===== src/rtl/blit_pkg.sv =====
package blit_pkg;

  localparam int ADDR_W = 32;
  localparam int STEP_W = 16;
  localparam int BYTE_W = 8;
  localparam int ADDR_BYTES = ADDR_W / BYTE_W;
  localparam int STEP_BYTES = STEP_W / BYTE_W;

  // Byte offsets of the queued fields
  localparam logic [7:0] OFS_PAT_ADDR = 8'h80;
  localparam logic [7:0] OFS_SRC_ADDR = 8'h84;
  localparam logic [7:0] OFS_DST_ADDR = 8'hA0;
  localparam logic [7:0] OFS_PAT_STEP = 8'h88;
  localparam logic [7:0] OFS_SRC_STEP = 8'h8A;
  localparam logic [7:0] OFS_DST_STEP = 8'h8C;
  localparam logic [7:0] OFS_COUNT_X  = 8'h98;
  localparam logic [7:0] OFS_COUNT_Y  = 8'h9A;
  localparam logic [7:0] OFS_PAT_WRAP = 8'h90;
  localparam logic [7:0] OFS_SRC_WRAP = 8'h91;
  localparam logic [7:0] OFS_ROUTING  = 8'h92;
  localparam logic [7:0] OFS_ROP_FORE = 8'h94;
  localparam logic [7:0] OFS_ROP_BACK = 8'h95;
  localparam logic [7:0] OFS_LAUNCH   = OFS_DST_ADDR + 8'(ADDR_BYTES - 1);

  localparam logic [7:0] WRAP_KEEP      = 8'h77;
  localparam logic [7:0] HOST_DATA_MASK = 8'h37;

  typedef struct packed {
    logic [ADDR_W-1:0] patAddr;
    logic [ADDR_W-1:0] srcAddr;
    logic [ADDR_W-1:0] dstAddr;
    logic [STEP_W-1:0] patStep;
    logic [STEP_W-1:0] srcStep;
    logic [STEP_W-1:0] dstStep;
    logic [STEP_W-1:0] countX;
    logic [STEP_W-1:0] countY;
    logic [BYTE_W-1:0] patWrap;
    logic [BYTE_W-1:0] srcWrap;
    logic [BYTE_W-1:0] routing;
    logic [BYTE_W-1:0] ropFore;
    logic [BYTE_W-1:0] ropBack;
  } blitParamsT;

  // Strobes from control to datapath
  typedef struct packed {
    logic wrQueued;  // accepted byte write to a mapped offset
    logic commit;    // copy queued set (with this cycle's write) to working set
  } ctrlStrobeT;

  function automatic logic inSpan(logic [7:0] off, logic [7:0] base, int bytes);
    return (off >= base) && (off < 8'(base + 8'(bytes)));
  endfunction

  function automatic logic isMapped(logic [7:0] off);
    return inSpan(off, OFS_PAT_ADDR, ADDR_BYTES) || inSpan(off, OFS_SRC_ADDR, ADDR_BYTES) ||
           inSpan(off, OFS_DST_ADDR, ADDR_BYTES) || inSpan(off, OFS_PAT_STEP, STEP_BYTES) ||
           inSpan(off, OFS_SRC_STEP, STEP_BYTES) || inSpan(off, OFS_DST_STEP, STEP_BYTES) ||
           inSpan(off, OFS_COUNT_X, STEP_BYTES)  || inSpan(off, OFS_COUNT_Y, STEP_BYTES)  ||
           (off == OFS_PAT_WRAP) || (off == OFS_SRC_WRAP) || (off == OFS_ROUTING) ||
           (off == OFS_ROP_FORE) || (off == OFS_ROP_BACK);
  endfunction

endpackage


===== src/rtl/blit_ctrl.sv =====
module blit_ctrl
  import blit_pkg::*;
(
  input  logic       clk,
  input  logic       rst_n,
  input  logic       wrEn,
  input  logic [7:0] wrOffset,
  input  logic       engineBusy,
  input  logic [7:0] nextRouting,
  output ctrlStrobeT strobe,
  output logic       startPulse,
  output logic       runNow
);

  logic launchReq;
  logic pending;
  logic commitNow;

  assign launchReq = wrEn && (wrOffset == OFS_LAUNCH);
  assign commitNow = !engineBusy && (pending || launchReq);

  always_comb begin
    strobe.wrQueued = wrEn && isMapped(wrOffset);
    strobe.commit   = commitNow;
  end

  always_ff @(posedge clk or negedge rst_n) begin
    if (!rst_n) begin
      pending    <= 1'b0;
      startPulse <= 1'b0;
      runNow     <= 1'b0;
    end else begin
      startPulse <= commitNow;
      if (commitNow) begin
        pending <= 1'b0;
        runNow  <= ((nextRouting & HOST_DATA_MASK) == 8'h00);
      end else if (launchReq) begin
        pending <= 1'b1;
      end
    end
  end

  // a held launch stays held while the engine is busy
  a_r10_hold_while_busy: assert property (@(posedge clk) disable iff (!rst_n)
    (pending && engineBusy) |=> pending);

  // no start follows an edge at which the engine was busy
  a_r10_no_start_when_busy: assert property (@(posedge clk) disable iff (!rst_n)
    startPulse |-> !$past(engineBusy));

  // the run flag only moves with a launch
  a_r9_flag_steady: assert property (@(posedge clk) disable iff (!rst_n)
    !startPulse |-> (runNow == $past(runNow)));

endmodule


===== src/rtl/blit_datapath.sv =====
module blit_datapath
  import blit_pkg::*;
(
  input  logic       clk,
  input  logic       rst_n,
  input  ctrlStrobeT strobe,
  input  logic [7:0] wrOffset,
  input  logic [7:0] wrData,
  input  logic [7:0] rdOffset,
  output logic [7:0] rdData,
  output logic [7:0] nextRouting,
  output blitParamsT workSet
);

  blitParamsT queued;
  blitParamsT queuedNext;

  function automatic logic [ADDR_W-1:0] put32(logic [ADDR_W-1:0] f, logic [7:0] off,
                                              logic [7:0] base, logic [7:0] d);
    logic [ADDR_W-1:0] r;
    r = f;
    for (int i = 0; i < ADDR_BYTES; i++)
      if (off == 8'(base + 8'(i))) r[BYTE_W*i +: BYTE_W] = d;
    return r;
  endfunction

  function automatic logic [STEP_W-1:0] put16(logic [STEP_W-1:0] f, logic [7:0] off,
                                              logic [7:0] base, logic [7:0] d);
    logic [STEP_W-1:0] r;
    r = f;
    for (int i = 0; i < STEP_BYTES; i++)
      if (off == 8'(base + 8'(i))) r[BYTE_W*i +: BYTE_W] = d;
    return r;
  endfunction

  function automatic logic [7:0] get32(logic [ADDR_W-1:0] f, logic [7:0] off, logic [7:0] base);
    logic [7:0] r;
    r = 8'h00;
    for (int i = 0; i < ADDR_BYTES; i++)
      if (off == 8'(base + 8'(i))) r = f[BYTE_W*i +: BYTE_W];
    return r;
  endfunction

  function automatic logic [7:0] get16(logic [STEP_W-1:0] f, logic [7:0] off, logic [7:0] base);
    logic [7:0] r;
    r = 8'h00;
    for (int i = 0; i < STEP_BYTES; i++)
      if (off == 8'(base + 8'(i))) r = f[BYTE_W*i +: BYTE_W];
    return r;
  endfunction

  // Queued set with this cycle's byte merged in
  always_comb begin
    queuedNext = queued;
    if (strobe.wrQueued) begin
      queuedNext.patAddr = put32(queued.patAddr, wrOffset, OFS_PAT_ADDR, wrData);
      queuedNext.srcAddr = put32(queued.srcAddr, wrOffset, OFS_SRC_ADDR, wrData);
      queuedNext.dstAddr = put32(queued.dstAddr, wrOffset, OFS_DST_ADDR, wrData);
      queuedNext.patStep = put16(queued.patStep, wrOffset, OFS_PAT_STEP, wrData);
      queuedNext.srcStep = put16(queued.srcStep, wrOffset, OFS_SRC_STEP, wrData);
      queuedNext.dstStep = put16(queued.dstStep, wrOffset, OFS_DST_STEP, wrData);
      queuedNext.countX  = put16(queued.countX,  wrOffset, OFS_COUNT_X,  wrData);
      queuedNext.countY  = put16(queued.countY,  wrOffset, OFS_COUNT_Y,  wrData);
      if (wrOffset == OFS_PAT_WRAP) queuedNext.patWrap = wrData & WRAP_KEEP;
      if (wrOffset == OFS_SRC_WRAP) queuedNext.srcWrap = wrData & WRAP_KEEP;
      if (wrOffset == OFS_ROUTING)  queuedNext.routing = wrData;
      if (wrOffset == OFS_ROP_FORE) queuedNext.ropFore = wrData;
      if (wrOffset == OFS_ROP_BACK) queuedNext.ropBack = wrData;
    end
  end

  assign nextRouting = queuedNext.routing;

  always_ff @(posedge clk or negedge rst_n) begin
    if (!rst_n) begin
      queued  <= '0;
      workSet <= '0;
    end else begin
      queued <= queuedNext;
      if (strobe.commit) workSet <= queuedNext;
    end
  end

  // Combinational readback of the queued set
  always_comb begin
    rdData = get32(queued.patAddr, rdOffset, OFS_PAT_ADDR)
           | get32(queued.srcAddr, rdOffset, OFS_SRC_ADDR)
           | get32(queued.dstAddr, rdOffset, OFS_DST_ADDR)
           | get16(queued.patStep, rdOffset, OFS_PAT_STEP)
           | get16(queued.srcStep, rdOffset, OFS_SRC_STEP)
           | get16(queued.dstStep, rdOffset, OFS_DST_STEP)
           | get16(queued.countX,  rdOffset, OFS_COUNT_X)
           | get16(queued.countY,  rdOffset, OFS_COUNT_Y);
    if (rdOffset == OFS_PAT_WRAP) rdData = queued.patWrap;
    if (rdOffset == OFS_SRC_WRAP) rdData = queued.srcWrap;
    if (rdOffset == OFS_ROUTING)  rdData = queued.routing;
    if (rdOffset == OFS_ROP_FORE) rdData = queued.ropFore;
    if (rdOffset == OFS_ROP_BACK) rdData = queued.ropBack;
  end

  // the working set moves only on a commit
  a_r6_work_stable: assert property (@(posedge clk) disable iff (!rst_n)
    !strobe.commit |=> (workSet == $past(workSet)));

  // masked wrap bits never hold a one
  a_r4_wrap_masked: assert property (@(posedge clk) disable iff (!rst_n)
    ((queued.patWrap | queued.srcWrap) & ~WRAP_KEEP) == 8'h00);

endmodule


===== src/rtl/blit_reg_queue.sv =====
module blit_reg_queue
  import blit_pkg::*;
(
  input  logic        clk,
  input  logic        rst_n,
  input  logic        wrEn,
  input  logic [7:0]  wrOffset,
  input  logic [7:0]  wrData,
  input  logic [7:0]  rdOffset,
  output logic [7:0]  rdData,
  input  logic        engineBusy,
  output logic        startPulse,
  output logic        runNow,
  output logic [31:0] wkPatAddr,
  output logic [31:0] wkSrcAddr,
  output logic [31:0] wkDstAddr,
  output logic [15:0] wkPatStep,
  output logic [15:0] wkSrcStep,
  output logic [15:0] wkDstStep,
  output logic [15:0] wkCountX,
  output logic [15:0] wkCountY,
  output logic [7:0]  wkPatWrap,
  output logic [7:0]  wkSrcWrap,
  output logic [7:0]  wkRouting,
  output logic [7:0]  wkRopFore,
  output logic [7:0]  wkRopBack
);

  ctrlStrobeT strobe;
  blitParamsT workSet;
  logic [7:0] nextRouting;

  blit_ctrl i_ctrl (
    .clk(clk), .rst_n(rst_n), .wrEn(wrEn), .wrOffset(wrOffset),
    .engineBusy(engineBusy), .nextRouting(nextRouting),
    .strobe(strobe), .startPulse(startPulse), .runNow(runNow)
  );

  blit_datapath i_datapath (
    .clk(clk), .rst_n(rst_n), .strobe(strobe), .wrOffset(wrOffset), .wrData(wrData),
    .rdOffset(rdOffset), .rdData(rdData), .nextRouting(nextRouting), .workSet(workSet)
  );

  assign wkPatAddr = workSet.patAddr;
  assign wkSrcAddr = workSet.srcAddr;
  assign wkDstAddr = workSet.dstAddr;
  assign wkPatStep = workSet.patStep;
  assign wkSrcStep = workSet.srcStep;
  assign wkDstStep = workSet.dstStep;
  assign wkCountX  = workSet.countX;
  assign wkCountY  = workSet.countY;
  assign wkPatWrap = workSet.patWrap;
  assign wkSrcWrap = workSet.srcWrap;
  assign wkRouting = workSet.routing;
  assign wkRopFore = workSet.ropFore;
  assign wkRopBack = workSet.ropBack;

  // an idle-engine trigger write launches on the next cycle with its byte on top
  a_r7_launch_follows: assert property (@(posedge clk) disable iff (!rst_n)
    (wrEn && (wrOffset == OFS_LAUNCH) && !engineBusy) |=>
      (startPulse && (wkDstAddr[31:24] == $past(wrData))));

  // run flag agrees with the routing byte that was launched
  a_r9_flag_matches: assert property (@(posedge clk) disable iff (!rst_n)
    startPulse |-> (runNow == ((wkRouting & HOST_DATA_MASK) == 8'h00)));

endmodule


===== config.mk =====
export PLATFORM = sky130hd
export DESIGN_NAME = blit_reg_queue
export DESIGN_NICKNAME = d
export VERILOG_FILES = /design/src/rtl/blit_pkg.sv /design/src/rtl/blit_ctrl.sv /design/src/rtl/blit_datapath.sv /design/src/rtl/blit_reg_queue.sv
export SDC_FILE = /design/constraint.sdc
export NUM_CORES = 1
export LEC_CHECK = 0
export ABC_CLOCK_PERIOD_IN_PS = 5900
export BUFFER_PORTS_ARGS = -buffer_cell sky130_fd_sc_hd__buf_2
export CAP_MARGIN = 10
export CORE_MARGIN = 2
export CORE_UTILIZATION = 30
export DETAILED_ROUTE_END_ITERATION = 10
export SKIP_LAST_GASP = 1
export SLEW_MARGIN = 30
export SYNTH_ARGS = -nofsm -noshare
export SYNTH_HDL_FRONTEND = slang
export SYNTH_HIERARCHICAL = 1
export SYNTH_SLANG_ARGS = --single-unit

===== constraint.sdc =====
create_clock -name clk -period 5.9 [get_ports clk]
set_input_delay 0.885 -clock clk [delete_from_list [all_inputs] [get_ports clk]]
set_output_delay 0.885 -clock clk [all_outputs]
set_load 0.05 [all_outputs]

* Word level (Yosys, flattened, before mapping)
Index checks and enable logic that the tools add are counted.
** Cells by class
- Add/subtract/negate cells :: 0
- $mul :: 0
- Divide/modulo/power cells :: 0
- Order comparisons :: 16
- Equality and inequality tests :: 54
- Shifts and indexed selects :: 0
- Mux-type cells :: 57
- Bitwise logic cells :: 7
- Reduce and logical (&&, ||, !) cells :: 27
** Operators with widths (number)
- 8-bit equality test (second input constant) :: 54
- 8-bit two-way mux :: 54
- 216-bit two-way mux :: 1
- 8-bit >= comparator (second input constant) :: 8
- 8-bit less-than comparator (second input constant) :: 8
- 8-bit bitwise OR :: 7
- 1-bit logical OR :: 13
- 1-bit logical AND :: 11
- 8-bit logical NOT :: 1
- 1-bit two-way mux :: 2
- 2-bit nonzero test :: 1
- 1-bit logical NOT :: 1
** Word-level totals
- Bits in registers :: 435
- Bits in latches :: 0
- Bits in writable memories :: 0
- ROM bits :: 0
- Output and inout bits :: 226
- Memories kept :: 0

* Depth between registers and ports, before layout
Gate-level depths: netlist (run 1).
- Word-level depth :: 17
- Gate-level depth with buffers :: 11
- Mapped depth without buffers :: 10

* Cells and area by module
The synthesis (run 1) kept the hierarchy.
** Modules (own cells, without submodules)
- blit_datapath :: times used 1, cells each 1314, area each 18669.2 sq um, seq. area each 10810.4 sq um
- blit_ctrl :: times used 1, cells each 18, area each 197.7 sq um, seq. area each 75.1 sq um

* Worst setup path after synthesis (run 1)
Ideal clock, no wire load.
- Kind :: input to output
- Start :: in rdOffset[0]
- End :: out rdData[1]
- Arrival time :: 3.156 ns
- Required time :: 5.015 ns
- Slack :: 1.859 ns
- Stages :: 9
- Buffers on the path :: 4
- Cell sequence :: buf_2 > buf_4 > buf_4 > buf_6 > mux2i_1 > or2_2 > a21oi_1 > nor4_1 > o21ai_0
** Between the ends
- Word-level cells in the longest chain between the ends :: 17
- Elaborated cells between the ends (all ways) :: 61
** RTL lines
- start, declared :: line blit_reg_queue.sv:9 : input logic [7:0] rdOffset,
- 8-bit equality test :: line blit_datapath.sv:40 : if (off == 8'(base + 8'(i))) r = f[BYTE_W*i +: BYTE_W];
- 8-bit two-way mux (4 in series) :: line blit_datapath.sv:40
- 8-bit bitwise OR :: line blit_datapath.sv:87 : | get32(queued.srcAddr, rdOffset, OFS_SRC_ADDR)
- 8-bit bitwise OR :: line blit_datapath.sv:88 : | get32(queued.dstAddr, rdOffset, OFS_DST_ADDR)
- 8-bit bitwise OR :: line blit_datapath.sv:89 : | get16(queued.patStep, rdOffset, OFS_PAT_STEP)
- 8-bit bitwise OR :: line blit_datapath.sv:90 : | get16(queued.srcStep, rdOffset, OFS_SRC_STEP)
- 8-bit bitwise OR :: line blit_datapath.sv:91 : | get16(queued.dstStep, rdOffset, OFS_DST_STEP)
- 8-bit bitwise OR :: line blit_datapath.sv:92 : | get16(queued.countX, rdOffset, OFS_COUNT_X)
- 8-bit bitwise OR :: line blit_datapath.sv:93 : | get16(queued.countY, rdOffset, OFS_COUNT_Y);
- 8-bit two-way mux :: line blit_datapath.sv:94 : if (rdOffset == OFS_PAT_WRAP) rdData = queued.patWrap;
- 8-bit two-way mux :: line blit_datapath.sv:95 : if (rdOffset == OFS_SRC_WRAP) rdData = queued.srcWrap;
- 8-bit two-way mux :: line blit_datapath.sv:96 : if (rdOffset == OFS_ROUTING) rdData = queued.routing;
- 8-bit two-way mux :: line blit_datapath.sv:97 : if (rdOffset == OFS_ROP_FORE) rdData = queued.ropFore;
- 8-bit two-way mux * :: line blit_datapath.sv:98 : if (rdOffset == OFS_ROP_BACK) rdData = queued.ropBack;
- end, declared :: line blit_reg_queue.sv:10 : output logic [7:0] rdData,
Mark *: on every way between the ends. The rest lies on a longest branch, timed or not.

* Worst setup path in the final report (run 1)
- Start :: in rdOffset[0]
- End :: out rdData[0]
Same word-level chain as after synthesis.

==> results of run 1 <==
-- metal layers --
layer / vias up / track usage / part of all wire
met5: - / 0 / 0.0017
met4: 18 / 0.0560 / 0.022
met2: 368 / 0.313 / 0.47
met3: 98 / 0.0454 / 0.061
li1: 5331 / - / -
met1: 6478 / 0.269 / 0.44
-- final cells by class --
type	instances	area (um2)	share of cell area
sequential	435	10900	0.483
multi-input combinational	804	7550	0.335
inverter	7	26.3	0.00117
timing repair buffer	272	1500	0.0668
clock buffer	67	1390	0.0619
antenna	1	2.50	0.000111
clock inverter	15	123	0.00544
tap	837	1050	0.0465
-- power by group --
part	internal (mW)	switching, mW	leakage [nW]	total, mW
registers	3.00	0.00957	6.08	3.01
clock network	1.69	1.23	0.745	2.92
logic	0.0583	0.195	4.74	0.254
-- metrics by stage --
| stage | setup slack [ps] | std cells |
|---|---|---|
| after floorplan | 1860 | 1329 |
| after global placement | 1180 | 2354 |
| after detailed placement | 1290 | 2354 |
| after CTS | 1280 | 2436 |
| after global routing | 1090 | 2437 |
| final | 1230 | 2438 |
-- layout by cell type, fill, tap and decap left out, types with 18 or more instances in the layout --
cell type / n
nand3_1: 18
nand2_1: 41
o21ai_0: 30
clkbuf_16: 49
mux2_2: 416
nor2_1: 31
a21oi_1: 36
buf_2: 251
mux2_4: 19
mux2i_1: 30
dfrtp_1: 435
-- final timing paths --
check | start | to | slack [ps]
min in group clk | i_datapath/workSet[15]$_DFFE_PN0P_ | i_datapath/workSet[15]$_DFFE_PN0P_ | 500
setup / recovery | rdOffset[0] | rdData[0] | 1230
setup reg to reg | i_ctrl/pending$_DFFE_PN0P_ | i_datapath/workSet[164]$_DFFE_PN0P_ | 4060
hold / removal | rst_n | i_datapath/workSet[55]$_DFFE_PN0P_ | 290
hold reg to reg | i_datapath/workSet[15]$_DFFE_PN0P_ | i_datapath/workSet[15]$_DFFE_PN0P_ | 500
max in group asynchronous | rst_n | i_datapath/workSet[148]$_DFFE_PN0P_ | 4240
-- state kept, by name, indices dropped and copies added (netlist names) --
signal and cells:
i_datapath/workSet 216, i_ctrl/pending 1, i_ctrl/runNow 1, i_datapath/queued 216, i_ctrl/startPulse 1
==> impl_metrics.ini, run 1 <==
[route]
drt-wirelength-per-cell_um = 26.3
vias = 12293
avgViaCountPerCell = 5.04
wirelength_um = 64000
drt-initial-drc-count = 815
firstDrtPassIters = 5
drcViolationCount = 0
antenna_left = 0

[worst_setup_path]
start_kind = input port
end_kind = output pin
crit_type = in -> out
reg2reg_depth = 4
worst-path-buf-inv = 2
worstPathArrival_ps = 3790
crit_slowest_cell = nor2_1
cp.depth = 8
max_stage_delay_ps = 610
worstPathRequired_ps = 5020
crit_family = simple AND/OR/NAND/NOR gates
path_max_fanout = 55
crit_chain = buf_4 > nand2b_1 > nor2_1 > a22oi_1 > o32a_1 > o2111ai_1 > o21a_1 > buf_2

[die]
rows = 91
io_pins = 254
start_util = 0.304
die-height_um = 255
die_area_um2 = 64800
die_w_um = 255
coreArea_um2 = 61900

[global_routing]
first_global_vias = 12883
overflow = 0
grt_use_total = 0.197
grt_max_degree = 171
grt_antenna_before_repair = 10
grt_pass1_wl_um = 92400

[timing]
final_hold_viol_count = 0
max_freq_ghz = 0.214
fin_skew_ps = 13.6
setup_tns_ps = 0
final-setup-viol-count = 0
period_minus_slack_ps = 4670
worst_pin_slew_ps = 938
drv_slew = 0
whs_ps = 287
rsz0062_at_grt = false
maxSlewHeadroom = 0.366
post-route-period-util = 0.792

[place]
io_buffer_count = 253
hpwl_um = 46500
place_area_um2 = 21000
place.gp.congestion = 0.972

[clock_tree]
cts_tree = yes
insertion_delay_ps = 590
cts_root_buffer = clkbuf_16
cts_made_buffers = 48
clk_pin_slew_ps = 60
numClockSinks = 435
cts-hold-fix-buffers = 0
cts_buffer_depth = 3
post_cts_resized = 0
cts_setup_buffers = 0
htree_levels = 2

[status]
status = finished clean

[pwr]
p_per_area_nw_per_um2 = 274
vdd_drop_max_mv = 0.184
p_leak_nw = 11.6
p_total_mw = 6.18

[layout]
fillCellCount = 6070
finalNetCount = 1596
design_area_um2 = 22500
syn_to_final_growth_pct = 19.5
drive_gt1_frac = 0.519
utilization = 0.364

[synthesis]
ys_warn_count = 6
syn-cell-area_um2 = 18800
synthCells = 1329
syn_nets = 1357
syn_avg_cell_area_um2 = 14.2

[min_path]
hp-class = in -> async

[flow_run]
drv_cap = 0
No activity file was read; power rests on OpenSTA's default activity.
==> run 2: changes to the inputs <==
--- a/config.mk
+++ b/config.mk
@@ -5,7 +5,7 @@
 export SDC_FILE = /design/constraint.sdc
 export NUM_CORES = 1
 export LEC_CHECK = 0
-export ABC_CLOCK_PERIOD_IN_PS = 5900
+export ABC_CLOCK_PERIOD_IN_PS = 4500
 export BUFFER_PORTS_ARGS = -buffer_cell sky130_fd_sc_hd__buf_2
 export CAP_MARGIN = 10
 export CORE_MARGIN = 2
==> constraint.sdc (replaced) <==
create_clock -name clk -period 4.5 [get_ports clk]
set_input_delay 0.675 -clock clk [delete_from_list [all_inputs] [get_ports clk]]
set_output_delay 0.675 -clock clk [all_outputs]
set_load 0.05 [all_outputs]
==> run 2 against run 1 <==
  * Non-clock buffer count is 20 higher
  * Via count is 0.80% higher
  * Hold slack got worse by 160 ps
  * Clock-buffer cell count shrank 6
  * Power up 38%
  * Die area unchanged
  * Setup slack worse by 700 ps
  * Highest routed layer unchanged
==> impl_metrics.ini, run 2 (synthesis gave the netlist of run 1 again) <==
[status]
status = finished clean

[timing]
setup_tns_ps = 0
whs_ps = 122
final_hold_viol_count = 0
post-route-period-util = 0.883
fin_skew_ps = 14.7
rsz0062_at_grt = false
final-setup-viol-count = 0
worst_pin_slew_ps = 963
maxSlewHeadroom = 0.357
period_minus_slack_ps = 3970
drv_slew = 0
max_freq_ghz = 0.252

[place]
place.gp.congestion = 0.905
place_inst = 2375
hpwl_um = 47300
io_buffer_count = 253

[layout]
drive_gt1_frac = 0.528
finalNetCount = 1615
layout_common_cells = dfrtp_1 (435), mux2_2 (416), buf_2 (251)
syn_to_final_growth_pct = 21.3
instances_no_fill = 2462
final_common_cell = dfrtp_1
reg_top3 = i_datapath/queued: 216 flops, i_datapath/workSet: 216 flops
fillCellCount = 6023

[worst_setup_path]
crit_type = in -> out
worstPathArrival_ps = 3300
start_kind = input port
end_kind = output pin
worstPathRequired_ps = 3830
path_max_fanout = 19

[die]
coreArea_um2 = 61900
die_w_um = 255
die_area_um2 = 64800
die-height_um = 255
start_util = 0.304
io_pins = 254
rows = 91

[route]
wirelength_um = 64400
drt-initial-drc-count = 815
drcViolationCount = 0
drt-wirelength-per-cell_um = 26.2
firstDrtPassIters = 5
antenna_left = 0
vias = 12391
avgViaCountPerCell = 5.03

[global_routing]
grt_antenna_before_repair = 10
overflow = 0
grt_pass1_wl_um = 92800
grt_use_total = 0.198
grt_max_degree = 98
first_global_vias = 13178

[clock_tree]
insertion_delay_ps = 590
numClockSinks = 435
cts_setup_buffers = 0
cts_made_buffers = 47
cts_root_buffer = clkbuf_16
clk_pin_slew_ps = 60
cts_tree = yes
post_cts_resized = 0
cts-hold-fix-buffers = 0
cts_buffer_depth = 3
htree_levels = 2

[flow_run]
drv_cap = 0

[pwr]
vdd_drop_max_mv = 0.232
p_leak_nw = 11.8
p_per_area_nw_per_um2 = 373
p_total_mw = 8.53

[min_path]
hp-class = in -> async
-- run 2: cell types whose count changed in the layout (fill, tap and decap cells not counted) --
cell / before / now
buf_4: 14 / 34
bufinv_16: 1 / 9
clkbuf_1: 8 / 4
clkinv_2: 7 / 9
diode_2: 1 / 3
inv_6: 4 / 2
buf_12: 5 / 6
buf_16: 1 / 0
clkbuf_16: 49 / 48
clkbuf_8: 10 / 9
clkinv_8: 0 / 1
clkinvlp_4: 3 / 2
nor2b_1: 9 / 10
nor2b_2: 1 / 0
-- run 2: area by class of cell --
type | count | area (um2) | share of cell area
Sequential cell | 435 | 10900 | 0.476
Multi-Input combinational cell | 804 | 7540 | 0.330
Timing Repair Buffer | 292 | 1650 | 0.0720
Clock buffer | 61 | 1340 | 0.0586
Tap cell | 837 | 1050 | 0.0458
Clock inverter | 23 | 364 | 0.0159
Inverter | 7 | 26.3 | 0.00115
Antenna cell | 3 | 7.51 | 0.000328
-- run 2: worst max-delay path, cell delays in order --
cell       delay [ps]
buf_2             370
nand2b_1          350
nor2_1            640
a32oi_1           150
o2111ai_1         300
o22ai_1           190
a31oi_1           290
buf_2             320
-- run 2: worst paths after layout --
path / cells past startpoint / slack [ps] / startpoint / to
max in group asynchronous: 2 / 3330 / rst_n / i_datapath/queued[170]$_DFF_PN0_
worst max-delay path: 8 / 530 / rdOffset[3] / rdData[6]
worst min-delay path: 1 / 120 / rst_n / i_datapath/workSet[4]$_DFFE_PN0P_
min in group clk: 2 / 390 / engineBusy / i_ctrl/runNow$_DFFE_PN0P_
worst max register to register: 4 / 2640 / i_ctrl/pending$_DFFE_PN0P_ / i_datapath/workSet[101]$_DFFE_PN0P_
worst min register to register: 1 / 500 / i_datapath/workSet[135]$_DFFE_PN0P_ / i_datapath/workSet[135]$_DFFE_PN0P_
-- run 2: routing by layer --
| metal | share of wire | track usage | vias up | wire [um] |
|---|---|---|---|---|
| met1 | 0.45 | 0.267 | 6557 | 28900 |
| met2 | 0.47 | 0.322 | 344 | 30400 |
| li1 | - | - | 5378 | - |
| met4 | 0.022 | 0.0501 | 12 | 1410 |
| met3 | 0.057 | 0.0460 | 100 | 3640 |
| met5 | 0.0010 | 0 | - | 65 |
-- run 2: where the power goes --
part,internal (mW),switching [mW]
combinational,0.0828,0.261
clock,2.62,1.63
sequential,3.93,0.0121
-- run 2: stage by stage --
stage                util  worst slack, ps  area, um2
finish              0.369              529      22900
global route        0.369              379      22900
CTS                 0.369              577      22900
detailed placement  0.341              567      21100
global placement    0.341              497      21100
floorplan               -              879      18800
==> run 3: changes to the inputs <==
--- a/config.mk
+++ b/config.mk
@@ -11,6 +11,8 @@
 export CORE_MARGIN = 2
 export CORE_UTILIZATION = 30
 export DETAILED_ROUTE_END_ITERATION = 10
+export HOLD_SLACK_MARGIN = 0.02
+export REMOVE_ABC_BUFFERS = 1
 export SKIP_LAST_GASP = 1
 export SLEW_MARGIN = 30
 export SYNTH_ARGS = -nofsm -noshare
==> run 3 against run 2 <==
  * Core utilization fell by 0.25 points
  * Register-to-register slack got worse by 120 ps
  * Highest routed layer unchanged
  * Largest cell class unchanged
  * Setup slack got worse by 28 ps
==> impl_metrics.ini, run 3 (synthesis gave the netlist of run 1 again) <==
[status]
status = finished clean

[worst_setup_path]
crit_chain = buf_4 > nor2b_1 > nand2_1 > nor2_1 > a2111oi_0 > a22oi_1 > buf_2
reg2reg_depth = 4
worst-path-buf-inv = 2
worstPathArrival_ps = 3320
crit_slowest_cell = nor2b_1
crit_family = simple AND/OR/NAND/NOR gates
end_kind = output pin
r2r_end = i_datapath/workSet[70]$_DFFE_PN0P_
r2r-start = i_ctrl/pending$_DFFE_PN0P_
max_stage_delay_ps = 710
path_max_fanout = 29
rrSetupSlack_ps = 2520
start_kind = input port
worstPathRequired_ps = 3830
crit_type = in -> out

[clock_tree]
numClockSinks = 435
cts_tree = yes
insertion_delay_ps = 590
htree_levels = 2
post_cts_resized = 0
cts_made_buffers = 48
cts_root_buffer = clkbuf_16
clk_pin_slew_ps = 60
cts_buffer_depth = 3

[timing]
max_freq_ghz = 0.250
maxSlewHeadroom = 0.468
post-route-period-util = 0.889
drv_slew = 0
fin_skew_ps = 17.4
worst_pin_slew_ps = 796
final-setup-viol-count = 0
worst_slack_ps = 501
period_minus_slack_ps = 4000
final_hold_viol_count = 0
rsz0062_at_grt = false
setup_tns_ps = 0

[layout]
fillCellCount = 6018
syn_to_final_growth_pct = 20.5
seq_area_um2 = 10900
design_area_um2 = 22700
instances_no_fill = 2452
layout_common_cells = dfrtp_1 (435), mux2_2 (416), buf_2 (251)
final_common_cell = dfrtp_1
multiInputGateArea_um2 = 7540
finalNetCount = 1612
diodes = 0
drive_gt1_frac = 0.524
reg_top3 = i_datapath/queued: 216 flops, i_datapath/workSet: 216 flops

[min_path]
holdPathStages = 2
hp-start = engineBusy
min_to = i_ctrl/runNow$_DFFE_PN0P_
hp-class = in -> reg

[route]
drcViolationCount = 0
wirelength_um = 62300
avgViaCountPerCell = 5.00
drt-initial-drc-count = 890
vias = 12267
firstDrtPassIters = 5
drt-wirelength-per-cell_um = 25.4
antenna_left = 0

[pwr]
p_per_area_nw_per_um2 = 360
p_int_mw = 6.32
p_leak_nw = 11.7
combPwrFrac = 0.041
power.switching_mw = 1.85
sw_frac_of_total = 0.226
p_total_mw = 8.17
vdd_drop_max_mv = 0.250
clkPwrFrac = 0.477
seq_power_share = 0.482

[die]
coreArea_um2 = 61900
die_w_um = 255
die_area_um2 = 64800
rows = 91
io_pins = 254
die-height_um = 255
start_util = 0.304

[place]
place_inst = 2369
place.gp.congestion = 0.952
pre_cts_slack_ps = 624
hpwl_um = 45600
io_buffer_count = 253
place_area_um2 = 21100

[global_routing]
grt_antenna_before_repair = 3
grt_use_total = 0.191
grt_max_degree = 116
overflow = 0
first_global_vias = 12969
grt_pass1_wl_um = 90200

[flow_run]
drv_cap = 0
-- run 3: cell types whose count changed in the layout (fill, tap and decap cells not counted), moves of 2 or more --
cell / delta
bufinv_16: -7
buf_4: -6
clkbuf_8: +4
clkinv_2: -3
diode_2: -3
clkinv_4: +2
-- run 3: cell type report --
type / instances / area share
inverters: 7 / 0.00116
repair buffers: 288 / 0.0722
flip-flops and latches: 435 / 0.479
well taps: 837 / 0.0461
multi-input cells: 804 / 0.332
clock buffers: 67 / 0.0627
clock inverters: 14 / 0.00623
-- run 3: worst reg2reg max path, cell delays in order, from the launching register on --
cell and delay, ps:
dfrtp_1 340, a31oi_2 80, nor2_4 460, buf_12 450
mux2_2 540
-- run 3: how the worst max path moves through the flow --
stage	start	end	slack, ps	cells after the start
4_1_cts	rdOffset[0]	rdData[3]	610	10
6_report	rdOffset[0]	rdData[5]	500	7
2_1_floorplan	wrOffset[2]	i_datapath/workSet[0]$_DFFE_PN0P_	-6780	4
3_5_place_dp	rdOffset[0]	rdData[3]	620	10
5_1_grt	rdOffset[0]	rdData[3]	420	10
3_3_place_gp	rdOffset[0]	rdData[6]	640	8
-- run 3: power groups by stage --
stage | clock network (mW) | logic, mW | registers [mW]
CTS | 4.01 | 0.338 | 3.94
finish | 3.90 | 0.337 | 3.94
floorplan | 0 | 0.0872 | 4.01
global route | 4.16 | 0.367 | 3.94
detailed placement | 0 | 0.337 | 4.01
global placement | 0 | 0.332 | 4.01
-- run 3: metrics by stage --
stage | hold slack (ps) | utilization
finish | 377 | 0.367
global route | 371 | 0.367
CTS | 206 | 0.366
detailed placement | 486 | 0.341
global placement | 484 | 0.341
floorplan | 379 | -
-- run 3: timing repair --
item / 4_1_cts / 5_1_grt
buffers inserted: 0 / 0
hold endpoints to repair: 0 / 26
hold buffers: 0 / 1
-- run 3: per-layer routing --
layer	vias up	routed length [um]	GRT usage
met1	6441	27500	0.256
met4	6	1400	0.0538
met2	370	29400	0.307
met3	83	3900	0.0471
met5	-	38	0
li1	5367	-	-
